`src/rtl/env_pkg.sv`:
```
package env_pkg;
    localparam int ATT_W     = 10;
    localparam int RAW_W     = 4;
    localparam int RATE_W    = 6;
    localparam int ATT_MAX   = 511;
    localparam int REV_LIMIT = 96;
    localparam int REV_RAW   = 5;
    localparam int DMP_RATE  = 56;
    localparam int RATE_MIN  = 4;

    typedef enum logic [2:0] {
        PH_OFF, PH_ATK, PH_DC1, PH_DC2, PH_REL, PH_REV, PH_DMP
    } phase_t;

    typedef struct packed {
        phase_t           ph;
        logic [ATT_W-1:0] att;
        logic             act;
    } env_t;

    // decay target: 16 units per 3 dB step, top index jumps to 496
    function automatic logic [ATT_W-1:0] level_of(input logic [RAW_W-1:0] idx);
        if (idx == {RAW_W{1'b1}})
            return ATT_W'(31 * 16);
        return ATT_W'({idx, 4'b0000});
    endfunction
endpackage

```
`src/rtl/env_rate.sv`:
```
module env_rate
    import env_pkg::*;
(
    input  logic [RAW_W-1:0]  raw,
    input  logic [RAW_W-1:0]  corr,
    input  logic [RAW_W-1:0]  octave,
    input  logic              fnum_hi,
    output logic [RATE_W-1:0] rate
);
    logic signed [7:0] oct_s, corr_s, raw_s, fn_s, acc;

    always_comb begin
        oct_s  = {{4{octave[3]}}, octave};
        corr_s = {4'b0000, corr};
        raw_s  = {4'b0000, raw};
        fn_s   = {7'd0, fnum_hi};
        acc    = ((oct_s + corr_s) <<< 1) + fn_s + (raw_s <<< 2);
        if (raw == '0)
            rate = '0;
        else if (raw == {RAW_W{1'b1}})
            rate = {RATE_W{1'b1}};
        else if (corr == {RAW_W{1'b1}})
            rate = {raw, 2'b00};
        else if (acc < 0)
            rate = '0;
        else if (acc > 8'sd63)
            rate = {RATE_W{1'b1}};
        else
            rate = acc[RATE_W-1:0];
    end
endmodule

```
`src/rtl/env_step.sv`:
```
module env_step
    import env_pkg::*;
#(
    parameter int CNT_W = 16
) (
    input  logic [RATE_W-1:0] rate,
    input  logic [CNT_W-1:0]  cnt,
    output logic              fire,
    output logic [3:0]        inc
);
    logic [3:0]       shift;
    logic [CNT_W-1:0] low_mask;
    logic [2:0]       j;
    logic             lo_bit, hi_bit;
    logic [3:0]       base;

    always_comb begin
        shift    = (rate >= RATE_W'(48)) ? 4'd0 : (4'd12 - rate[5:2]);
        low_mask = ~({CNT_W{1'b1}} << shift);
        fire     = ((cnt & low_mask) == '0);
        j        = 3'(cnt >> shift);
        case (rate[1:0])
            2'd0: begin lo_bit = j[0];                         hi_bit = 1'b0; end
            2'd1: begin lo_bit = j[0] | (j == 3'd4);           hi_bit = (j[1:0] == 2'd3); end
            2'd2: begin lo_bit = j[0] | (j[1:0] == 2'd2);      hi_bit = j[0]; end
            default: begin lo_bit = (j != 3'd0);              hi_bit = (j[1:0] != 2'd0); end
        endcase
        base = (rate >= RATE_W'(56)) ? 4'd2 : 4'd1;
        if (rate >= RATE_W'(60))
            inc = 4'd4;
        else if (rate >= RATE_W'(52))
            inc = hi_bit ? (base << 1) : base;
        else
            inc = {3'b000, lo_bit};
    end
endmodule

```
`src/rtl/env_voice.sv`:
```
module env_voice
    import env_pkg::*;
#(
    parameter int CNT_W = 16
) (
    input  logic             clk,
    input  logic             rst_n,
    input  logic             tick,
    input  logic [CNT_W-1:0] eg_cnt,
    input  logic             key_on,
    input  logic             key_off,
    input  logic             damp,
    input  logic [3:0]       atk_rate,
    input  logic [3:0]       dcy1_rate,
    input  logic [3:0]       dcy_level,
    input  logic [3:0]       dcy2_rate,
    input  logic [3:0]       rel_rate,
    input  logic [3:0]       rate_corr,
    input  logic [3:0]       octave,
    input  logic             fnum_hi,
    input  logic             reverb_en,
    output logic [9:0]       att,
    output logic             active
);
    localparam int SUM_W = ATT_W + 1;
    localparam int PRD_W = ATT_W + 4;
    localparam logic [SUM_W-1:0] SUM_MAX = SUM_W'(ATT_MAX);
    localparam logic [SUM_W-1:0] SUM_REV = SUM_W'(REV_LIMIT);

    env_t env_d, env_q;

    logic [RAW_W-1:0]  raw_sel;
    logic [RATE_W-1:0] rate_r, rate_eff;
    logic              fire, rate_ok;
    logic [3:0]        inc;
    logic [SUM_W-1:0]  sum;
    logic [PRD_W-1:0]  prod, drop;
    logic [ATT_W-1:0]  dl_lvl;

    always_comb begin
        case (env_q.ph)
            PH_ATK:  raw_sel = atk_rate;
            PH_DC1:  raw_sel = dcy1_rate;
            PH_DC2:  raw_sel = dcy2_rate;
            PH_REL:  raw_sel = rel_rate;
            PH_REV:  raw_sel = RAW_W'(REV_RAW);
            default: raw_sel = '0;
        endcase
    end

    env_rate u_rate (
        .raw     (raw_sel),
        .corr    (rate_corr),
        .octave  (octave),
        .fnum_hi (fnum_hi),
        .rate    (rate_r)
    );

    assign rate_eff = (env_q.ph == PH_DMP) ? RATE_W'(DMP_RATE) : rate_r;

    env_step #(.CNT_W(CNT_W)) u_step (
        .rate (rate_eff),
        .cnt  (eg_cnt),
        .fire (fire),
        .inc  (inc)
    );

    always_comb begin
        env_d   = env_q;
        dl_lvl  = level_of(dcy_level);
        rate_ok = (env_q.ph == PH_REV) || (env_q.ph == PH_DMP) ||
                  (rate_r >= RATE_W'(RATE_MIN));
        sum     = {1'b0, env_q.att} + {{(SUM_W-4){1'b0}}, inc};
        prod    = ({4'b0000, env_q.att} + PRD_W'(1)) * {{(PRD_W-4){1'b0}}, inc};
        drop    = (prod + PRD_W'(7)) >> 3;

        if (damp) begin
            env_d.ph = PH_DMP;
        end else if (key_on) begin
            env_d.ph  = PH_ATK;
            env_d.act = 1'b1;
        end else if (key_off) begin
            if (env_q.act && env_q.ph != PH_REV)
                env_d.ph = PH_REL;
        end else if (tick && fire && rate_ok) begin
            case (env_q.ph)
                PH_ATK: begin
                    if (drop >= {4'b0000, env_q.att}) begin
                        env_d.att = '0;
                        env_d.ph  = (dcy_level != '0) ? PH_DC1 : PH_DC2;
                    end else begin
                        env_d.att = env_q.att - drop[ATT_W-1:0];
                    end
                end
                PH_DC1: begin
                    env_d.att = sum[ATT_W-1:0];
                    if (reverb_en && sum > SUM_REV)
                        env_d.ph = PH_REV;
                    else if (sum >= {1'b0, dl_lvl})
                        env_d.ph = PH_DC2;
                end
                PH_DC2, PH_REL: begin
                    if (reverb_en && sum > SUM_REV) begin
                        env_d.ph  = PH_REV;
                        env_d.att = (sum > SUM_MAX) ? ATT_W'(ATT_MAX) : sum[ATT_W-1:0];
                    end else if (sum >= SUM_MAX) begin
                        env_d.att = ATT_W'(ATT_MAX);
                        env_d.act = 1'b0;
                    end else begin
                        env_d.att = sum[ATT_W-1:0];
                    end
                end
                PH_REV, PH_DMP: begin
                    if (sum >= SUM_MAX) begin
                        env_d.att = ATT_W'(ATT_MAX);
                        env_d.act = 1'b0;
                    end else begin
                        env_d.att = sum[ATT_W-1:0];
                    end
                end
                default: ;
            endcase
        end
    end

    always_ff @(posedge clk) begin
        if (!rst_n) begin
            env_q.ph  <= PH_OFF;
            env_q.att <= ATT_W'(ATT_MAX);
            env_q.act <= 1'b0;
        end else begin
            env_q <= env_d;
        end
    end

    assign att    = env_q.att;
    assign active = env_q.act;

    logic no_cmd;
    assign no_cmd = !damp && !key_on && !key_off;

    assert_att_bound_R8: assert property (@(posedge clk) disable iff (!rst_n)
        env_q.att <= ATT_W'(ATT_MAX));

    assert_fall_at_max_R8: assert property (@(posedge clk) disable iff (!rst_n)
        $fell(env_q.act) |-> env_q.att == ATT_W'(ATT_MAX));

    assert_key_on_R10: assert property (@(posedge clk) disable iff (!rst_n)
        (key_on && !damp) |=> (env_q.act && env_q.ph == PH_ATK));

    assert_damp_R10: assert property (@(posedge clk) disable iff (!rst_n)
        damp |=> env_q.ph == PH_DMP);

    assert_rev_keeps_R10: assert property (@(posedge clk) disable iff (!rst_n)
        (env_q.ph == PH_REV && key_off && !key_on && !damp) |=> env_q.ph == PH_REV);

    assert_attack_down_R5: assert property (@(posedge clk) disable iff (!rst_n)
        (env_q.ph == PH_ATK && no_cmd) |=> env_q.att <= $past(env_q.att));

    assert_idle_tick_R4: assert property (@(posedge clk) disable iff (!rst_n)
        (!tick && no_cmd) |=> ($stable(env_q.att) && $stable(env_q.act)));

    assert_slow_freeze_R3: assert property (@(posedge clk) disable iff (!rst_n)
        (no_cmd && rate_r < RATE_W'(RATE_MIN) &&
         (env_q.ph == PH_ATK || env_q.ph == PH_DC1 ||
          env_q.ph == PH_DC2 || env_q.ph == PH_REL)) |=> $stable(env_q.att));

    assert_off_quiet_R1: assert property (@(posedge clk) disable iff (!rst_n)
        (env_q.ph == PH_OFF && no_cmd) |=> ($stable(env_q.att) && $stable(env_q.act)));
endmodule

```
`config.mk`:
```
export PLATFORM = sky130hd
export DESIGN_NAME = env_voice
export DESIGN_NICKNAME = d
export VERILOG_FILES = /design/src/rtl/env_pkg.sv /design/src/rtl/env_rate.sv /design/src/rtl/env_step.sv /design/src/rtl/env_voice.sv
export SDC_FILE = /design/constraint.sdc
export NUM_CORES = 1
export LEC_CHECK = 0
export BUFFER_PORTS_ARGS = -buffer_cell sky130_fd_sc_hd__buf_2
export CAP_MARGIN = 20
export CORE_ASPECT_RATIO = 2
export CORE_MARGIN = 10
export CORE_UTILIZATION = 50
export DETAILED_ROUTE_END_ITERATION = 6
export PLACE_DENSITY = 0.81
export REMOVE_ABC_BUFFERS = 1
export SETUP_SLACK_MARGIN = 0.02
export SLEW_MARGIN = 10
export SYNTH_ARGS = -nofsm -noshare
export SYNTH_HDL_FRONTEND = slang
export SYNTH_HIERARCHICAL = 1
export SYNTH_SLANG_ARGS = --single-unit
```
`constraint.sdc`:
```
create_clock -name clk -period 12.5 [get_ports clk]
set_input_delay 1.25 -clock clk [delete_from_list [all_inputs] [get_ports clk]]
set_output_delay 1.25 -clock clk [all_outputs]
set_load 0.1 [all_outputs]
```
==> results of run 1 <==
-- cell families (layout without fill, tap and decap cells) --
group / count (synthesis) / count (layout)
buffers and inverters: 83 / 117
DFF: 14 / 14
and+or+nand+nor: 243 / 243
xor gates and xnor gates: 44 / 44
muxes: 13 / 13
AOI/OAI and AO/OA: 191 / 191
other: 1 / 1
adders and majority gates: 98 / 98
-- per-layer routing --
layer	wire length (µm)	vias up	part of all wire, %	global-route usage [%]
li1	-	2539	-	-
met1	5260	2541	33	18.7
met2	8770	247	55	38.7
met3	746	98	4.6	2.85
met4	1310	0	8.1	14.9
met5	0	-	0	0
-- report_power, final --
part           internal (mW)  total, mW  switching [mW]
combinational          0.213      0.536           0.323
sequential            0.0457     0.0493         0.00365
clock                 0.0485     0.0677          0.0192
total                  0.307      0.653           0.346
-- sequential cells by signal, indices dropped and copies added (netlist names) --
register  flops
att          10
env_q         3
active        1
-- cells in the final DEF, fill, tap and decap left out, drive strengths merged, types with 4 or more instances in the layout --
master	count
inv	49
xnor2	27
and3	7
a22oi	12
ha	76
nand3	21
o21bai	5
buf	64
a31oi	11
mux4	4
nand2b	11
a311oi	4
nor3	16
nand4	8
nand2	51
xor2	17
a21oi	42
o21ai	34
o21a	7
nor2	49
or3	4
nor2b	40
and2	19
a211oi	8
mux2i	7
o22ai	4
clkbuf	4
fa	22
dfxtp	14
a21o	14
a221oi	6
o211ai	4
-- cell type report --
class | count | area, µm² | share of cell area, %
multi-input combinational | 590 | 4610 | 81.4
timing repair buffer | 64 | 325 | 5.75
sequential | 14 | 280 | 4.95
inverter | 49 | 184 | 3.25
tap | 137 | 171 | 3.03
clock buffer | 4 | 88.8 | 1.57
-- stage by stage --
step           hold slack [ns]  cells
2_1_floorplan            0.696    653
3_3_place_gp             0.480    854
3_5_place_dp             0.498    854
4_1_cts                  0.497    858
5_1_grt                  0.534    858
6_report                 0.503    858
-- worst max-delay path: cells and delay by family --
kind,cells,cell delay (ns)
AOI/OAI and AO/OA,18,3.62
xor gates and xnor gates,1,0.20
adders and majority gates,9,3.38
buffers and inverters,5,0.52
muxes,1,0.31
and+or+nand+nor,7,2.05
-- how the worst min path moves through the flow --
stage	end	cells after the start
final	active$_SDFFE_PN0P_	2
after global routing	active$_SDFFE_PN0P_	2
after CTS	active$_SDFFE_PN0P_	2
after detailed placement	active$_SDFFE_PN0P_	2
after global placement	active$_SDFFE_PN0P_	2
after floorplan	att[7]$_SDFFE_PN1P_	2
==> flow_metrics.py, run 1 <==
metrics = {
    "logic_synthesis": {
        "synth_largest_area_cell": "ha_1",
        "synth_fa_ha_area_share_pct": 26.2,
        "synthMuxAreaShare_pct": 3.58,
        "syn-cell-area_um2": 5320,
        "yosysSeqAreaShare_pct": 5.27,
        "synthTopCellsByCount": "76 x ha_1, 51 x nand2_1, 49 x inv_1, 49 x nor2_1, 40 x nor2b_1",
        "async_reset_ff_share_pct": 0,
        "yosys.area.top_type_share_pct": 17.9,
        "synth_ff_type": "dfxtp_1",
        "synth_compound_area_share_pct": 25.7,
        "synth_top_family_by_area": "adder cells",
        "avgSynthCellArea_um2": 7.74,
        "yosys_warnings": 6,
        "synth_seq_cells": 14,
        "synth_edf_count": 0,
        "synth_simple_gate_area_share_pct": 23.9,
        "synthXorXnorAreaFrac_pct": 7.25,
        "yosysMostFrequentCell": "ha_1",
        "synth.area.top_cells": "ha_1 18%, fa_1 8.3%, dfxtp_1 5.3%",
        "ys_types": 88,
        "synthCells": 687,
    },
    "cts": {
        "cts_tree": "yes",
        "cts_buffers": 3,
        "post_cts_buffers": 0,
        "ctsRootBufferMaster": "clkbuf_16",
        "hold_buffers": 0,
        "clock_latency_ns": 0.24,
        "clockBufferDepth": 2,
        "clock-sinks": 14,
        "ctsResizeCount": 0,
        "h-tree-depth": 1,
        "path_clk_slew_ns": 0.05,
    },
    "setup_path": {
        "crit_path_end_kind": "flop",
        "critical_path.slowest_cell": "o32ai_1",
        "cpPeakStageDelay_ns": 0.71,
        "crit_fanout": 16,
        "cp.arrival_ns": 11.33,
        "worstReg2RegEnd": "env_q[12]$_SDFFE_PN0P_",
        "cp-endpoint": "env_q[12]$_SDFFE_PN0P_",
        "rrSetupSlack_ns": 1.46,
        "path_common_cell": "ha_1",
        "critPathRequiredTime_ns": 12.63,
        "startpoint": "rel_rate[0]",
        "critical_path_class": "in2reg",
        "setup.worst_path.start_class": "input pin",
        "reg2regPathDepth": 39,
        "rr_startpoint": "env_q[12]$_SDFFE_PN0P_",
    },
    "floorplanning": {
        "rows": 53,
        "io_pins": 63,
        "dieHeight_um": 166,
        "core_um2": 10500,
        "start_util_pct": 50.7,
        "dieArea_um2": 15400,
        "die_w_um": 92.9,
    },
    "layout": {
        "final_core_util_pct": 54.0,
        "area_delta_synth_final_pct": 6.45,
        "diodes": 0,
        "drive_above_1_share_pct": 13.0,
        "finish.net_count": 872,
        "final_area_um2": 5660,
        "fill_cells": 1078,
    },
    "sta": {
        "worstMarginPinSlew_ns": 0.951,
        "setup_ws_ns": 1.30,
        "hold_viol": 0,
        "finalCriticalPeriod_ns": 11.20,
        "setup_viol": 0,
        "tns_ns": 0,
        "fin_worst_skew_ns": 0.000559,
        "post-route-period-util_pct": 89.6,
        "slew_headroom_pct": 36.0,
        "rsz0062_at_grt": "false",
        "timing.fmax_mhz": 89.3,
        "maxSlewViolCount": 0,
    },
    "drt": {
        "viasPerCell": 6.32,
        "vias": 5425,
        "wire_per_inst_um": 18.7,
        "firstDrtPassIters": 5,
        "drtAntennaViolNets": 0,
        "post-route-drc-count": 0,
        "drt_first_iter_violations": 370,
        "drt-total-wl_um": 16100,
    },
    "grt": {
        "grt_max_degree": 21,
        "grt_pass1_vias": 5728,
        "grt_pass1_wl_um": 26800,
        "overflow": 0,
        "grt_usage_pct": 20.5,
        "antenna_found_initial": 0,
    },
    "power": {
        "p_leak_nw": 2.77,
        "totalPowerFinal_uw": 653,
        "power_density_nw_per_um2": 115,
        "vdd_drop_max_v": 0.0000772,
    },
    "worst_hold_path": {
        "hp-class": "reg2reg",
        "min_from": "active$_SDFFE_PN0P_",
    },
    "outcome": {
        "status": "complete, no violations",
    },
    "flow_run": {
        "cap_violations": 0,
    },
    "place": {
        "io_buffers": 62,
        "hpwlAfterDp_um": 13500,
        "place_ws_ns": 1.15,
        "globalplace.congestion": 0.977,
        "postPlaceCellArea_um2": 5570,
    },
}
(Power assumes the default switching activity.)
==> inputs of run 2 (changes only) <==
==> constraint.sdc (replaced) <==
create_clock -name clk -period 13.21 [get_ports clk]
set_input_delay 1.321 -clock clk [delete_from_list [all_inputs] [get_ports clk]]
set_output_delay 1.321 -clock clk [all_outputs]
set_load 0.1 [all_outputs]
==> flow_metrics.py, run 2 (synthesis gave the netlist of run 1 again) <==
metrics = {
    "setup_path": {
        "crit_fanout": 16,
        "rrSetupSlack_ns": 1.93,
        "critPathRequiredTime_ns": 13.34,
        "crit_path_end_kind": "flop",
        "path_common_cell": "ha_1",
        "critical_path.slowest_cell": "o21ai_0",
        "setup.worst_path.start_class": "input pin",
        "cpPeakStageDelay_ns": 0.66,
        "cp.arrival_ns": 11.57,
        "critical_path_class": "in2reg",
    },
    "cts": {
        "h-tree-depth": 1,
        "post_cts_buffers": 0,
        "cts_buffers": 3,
        "clock_latency_ns": 0.24,
        "cts_tree": "yes",
        "hold_buffers": 0,
        "ctsRootBufferMaster": "clkbuf_16",
        "clockBufferDepth": 2,
        "path_clk_slew_ns": 0.05,
        "ctsResizeCount": 0,
        "clock-sinks": 14,
    },
    "sta": {
        "hold_slack_ns": 0.490,
        "post-route-period-util_pct": 86.6,
        "finalCriticalPeriod_ns": 11.44,
        "timing.fmax_mhz": 87.4,
        "slew_headroom_pct": 34.9,
        "maxSlewViolCount": 0,
        "setup_viol": 0,
        "fin_worst_skew_ns": 0.00414,
        "tns_ns": 0,
        "rsz0062_at_grt": "false",
        "hold_viol": 0,
        "worstMarginPinSlew_ns": 0.967,
    },
    "floorplanning": {
        "die_w_um": 92.9,
        "rows": 53,
        "io_pins": 63,
        "start_util_pct": 50.7,
        "core_um2": 10500,
        "dieArea_um2": 15400,
        "dieHeight_um": 166,
    },
    "worst_hold_path": {
        "hp-class": "reg2reg",
    },
    "outcome": {
        "status": "complete, no violations",
    },
    "drt": {
        "drtAntennaViolNets": 0,
        "viasPerCell": 6.24,
        "firstDrtPassIters": 5,
        "wire_per_inst_um": 18.7,
        "drt-total-wl_um": 16000,
        "vias": 5351,
        "drt_first_iter_violations": 296,
        "post-route-drc-count": 0,
    },
    "place": {
        "hpwlAfterDp_um": 13400,
        "io_buffers": 62,
        "globalplace.congestion": 0.965,
    },
    "layout": {
        "largest_reg_flops": 10,
        "regMostFlops": "att",
        "diodes": 0,
        "fill_cells": 1046,
        "multi_input_area_um2": 4610,
        "finish.net_count": 871,
        "regArea_um2": 280,
        "area_delta_synth_final_pct": 6.31,
        "drive_above_1_share_pct": 12.9,
        "final_common_cell": "ha_1",
        "layout_common_cells": "76 x ha_1, 62 x buf_2, 51 x nand2_1, 49 x inv_1, 49 x nor2_1",
    },
    "grt": {
        "grt_max_degree": 21,
        "overflow": 0,
        "grt_usage_pct": 20.4,
        "grt_pass1_vias": 5569,
        "antenna_found_initial": 0,
        "grt_pass1_wl_um": 26500,
    },
    "flow_run": {
        "cap_violations": 0,
    },
    "power": {
        "power_density_nw_per_um2": 109,
        "vdd_drop_max_v": 0.0000729,
        "p_leak_nw": 2.76,
    },
}
-- run 2: cell count changes in the layout (fill, tap and decap cells not counted) --
cell / delta
buf_4: -1
-- run 2: final timing paths --
path,start,to,cells past startpoint
setup reg to reg,env_q[11]$_SDFFE_PP0P_,env_q[12]$_SDFFE_PN0P_,41
setup / recovery,dcy2_rate[1],env_q[12]$_SDFFE_PN0P_,42
hold reg to reg,active$_SDFFE_PN0P_,active$_SDFFE_PN0P_,2
hold / removal,active$_SDFFE_PN0P_,active$_SDFFE_PN0P_,2
-- run 2: stage by stage --
stage          utilization (%)  instance area, µm²  cells  worst slack, ns  total power, mW
2_1_floorplan                -                5070    653             2.87            0.418
3_3_place_gp              53.1                5560    853             1.97            0.537
3_5_place_dp              53.1                5560    853             1.69            0.538
4_1_cts                   53.9                5650    857             1.92            0.603
5_1_grt                   53.9                5650    857            0.907            0.670
6_report                  53.9                5650    857             1.77            0.615
-- run 2: per-layer routing --
metal / global-route usage (%) / vias up / wire length [µm]
met5: 0 / - / 0
met4: 11.1 / 0 / 995
met3: 2.17 / 75 / 635
met1: 19.0 / 2525 / 5340
met2: 40.3 / 218 / 9080
li1: - / 2533 / -
-- run 2: final cells by class --
type	instances	share of cell area [%]
tap	137	3.03
clock buffer	4	1.57
sequential	14	4.96
inverter	49	3.26
multi-input combinational	590	81.6
timing repair buffer	63	5.62
-- run 2: power by group --
group / leakage [nW] / switching [mW] / total [mW] / internal, mW
Combinational: 2.61 / 0.305 / 0.505 / 0.200
Sequential: 0.114 / 0.00343 / 0.0467 / 0.0432
Clock: 0.0442 / 0.0170 / 0.0628 / 0.0458
-- run 2: critical path, delay by kind of cell --
kind	cells	cell delay, ns
compound gates	19	3.66
buf+inv	5	0.65
xor+xnor	1	0.22
fa+ha+maj	8	3.17
simple gates	7	2.15
mux	2	0.37
==> inputs of run 3 (changes only) <==
--- a/config.mk
+++ b/config.mk
@@ -11,7 +11,7 @@
 export CORE_MARGIN = 10
 export CORE_UTILIZATION = 50
 export DETAILED_ROUTE_END_ITERATION = 6
-export PLACE_DENSITY = 0.81
+export PLACE_DENSITY = 0.67
 export REMOVE_ABC_BUFFERS = 1
 export SETUP_SLACK_MARGIN = 0.02
 export SLEW_MARGIN = 10
==> flow_metrics.py, run 3 (synthesis gave the netlist of run 1 again) <==
metrics = {
    "layout": {
        "largest_reg_flops": 10,
        "regMostFlops": "att",
        "finish.net_count": 871,
        "diodes": 0,
        "drive_above_1_share_pct": 12.9,
        "area_delta_synth_final_pct": 6.31,
        "final_core_util_pct": 53.9,
        "final_common_cell": "ha_1",
        "layout_common_cells": "76 x ha_1, 62 x buf_2, 51 x nand2_1, 49 x inv_1, 49 x nor2_1",
        "final_area_um2": 5650,
    },
    "outcome": {
        "status": "complete, no violations",
    },
    "setup_path": {
        "critPathRequiredTime_ns": 13.36,
        "path_delay_family": "compound AO/OA/AOI/OAI gates",
        "worst-path-buf-inv": 5,
        "path_common_cell": "ha_1",
        "crit_path_end_kind": "flop",
        "rrSetupSlack_ns": 1.67,
        "cp.arrival_ns": 11.81,
        "critical_path_class": "in2reg",
        "setup.worst_path.start_class": "input pin",
        "crit_fanout": 16,
        "critical_path.slowest_cell": "o21ai_0",
        "cpPeakStageDelay_ns": 0.72,
    },
    "power": {
        "power_density_nw_per_um2": 111,
        "p_leak_nw": 2.76,
        "vdd_drop_max_v": 0.000113,
    },
    "sta": {
        "maxSlewViolCount": 0,
        "post-route-period-util_pct": 88.2,
        "rsz0062_at_grt": "false",
        "fin_worst_skew_ns": 0.00164,
        "tns_ns": 0,
        "timing.fmax_mhz": 85.8,
        "finalCriticalPeriod_ns": 11.66,
        "hold_viol": 0,
        "setup_ws_ns": 1.55,
        "slew_headroom_pct": 41.2,
        "setup_viol": 0,
        "worstMarginPinSlew_ns": 0.873,
    },
    "drt": {
        "drt-total-wl_um": 16700,
        "vias": 5362,
        "viasPerCell": 6.26,
        "firstDrtPassIters": 5,
        "drt_first_iter_violations": 328,
        "wire_per_inst_um": 19.5,
        "drtAntennaViolNets": 0,
        "post-route-drc-count": 0,
    },
    "grt": {
        "grt_max_degree": 21,
        "grt_usage_pct": 20.8,
        "grt_pass1_wl_um": 26900,
        "overflow": 0,
        "antenna_found_initial": 0,
        "grt_pass1_vias": 5702,
    },
    "place": {
        "hpwlAfterDp_um": 14000,
        "io_buffers": 62,
        "postPlaceCellArea_um2": 5560,
        "place_ws_ns": 1.36,
        "globalplace.congestion": 0.955,
    },
    "floorplanning": {
        "die_w_um": 92.9,
        "dieArea_um2": 15400,
        "core_um2": 10500,
        "start_util_pct": 50.7,
        "io_pins": 63,
        "dieHeight_um": 166,
        "rows": 53,
    },
    "cts": {
        "clock_latency_ns": 0.25,
        "h-tree-depth": 1,
        "hold_buffers": 0,
        "ctsResizeCount": 0,
        "path_clk_slew_ns": 0.05,
        "ctsRootBufferMaster": "clkbuf_16",
        "clockBufferDepth": 2,
        "clock-sinks": 14,
        "cts_buffers": 3,
        "cts_tree": "yes",
        "post_cts_buffers": 0,
    },
    "worst_hold_path": {
        "hp-class": "reg2reg",
    },
    "flow_run": {
        "cap_violations": 0,
    },
}
run 3: cell counts in the layout (fill, tap and decap cells not counted):
No cell type changed its count.
run 3: area by class of cell:
type	count	area, µm²
fillers	1065	4830
multi-input cells	590	4610
repair buffers	63	318
flip-flops and latches	14	280
inverters	49	184
well taps	137	171
clock buffers	4	88.8
run 3: path summary, 6_finish.rpt:
check | end | from | depth (start not counted)
worst max-delay path | att[4]$_SDFFE_PN1P_ | dcy2_rate[1] | 42
worst min-delay path | active$_SDFFE_PN0P_ | active$_SDFFE_PN0P_ | 2
worst max register to register | att[4]$_SDFFE_PN1P_ | env_q[11]$_SDFFE_PP0P_ | 41
worst min register to register | active$_SDFFE_PN0P_ | active$_SDFFE_PN0P_ | 2
run 3: per-stage QoR:
step	std cells	hold WS [ns]	power, mW
after global placement	853	0.484	0.545
after CTS	857	0.505	0.621
final	857	0.514	0.630
after detailed placement	853	0.502	0.555
after floorplan	653	0.696	0.418
after global routing	857	0.549	0.677
run 3: worst min-delay path, cell delays in order (launching register included):
cell     delay [ns]
dfxtp_1        0.33
nand2_1        0.07
o22ai_1        0.06
run 3: routing by layer:
layer	part of all wire [%]	up-vias	global-route usage [%]	wire [µm]
li1	-	2544	-	-
met5	0	-	0	0
met1	34	2543	20.0	5750
met2	55	206	40.7	9150
met3	3.5	69	0.860	589
met4	7.1	0	13.2	1190
run 3: power by group:
group | internal (mW) | total (mW) | switching (mW)
Sequential | 0.0432 | 0.0469 | 0.00361
Clock | 0.0459 | 0.0643 | 0.0183
Combinational | 0.201 | 0.519 | 0.317
Total | 0.291 | 0.630 | 0.339
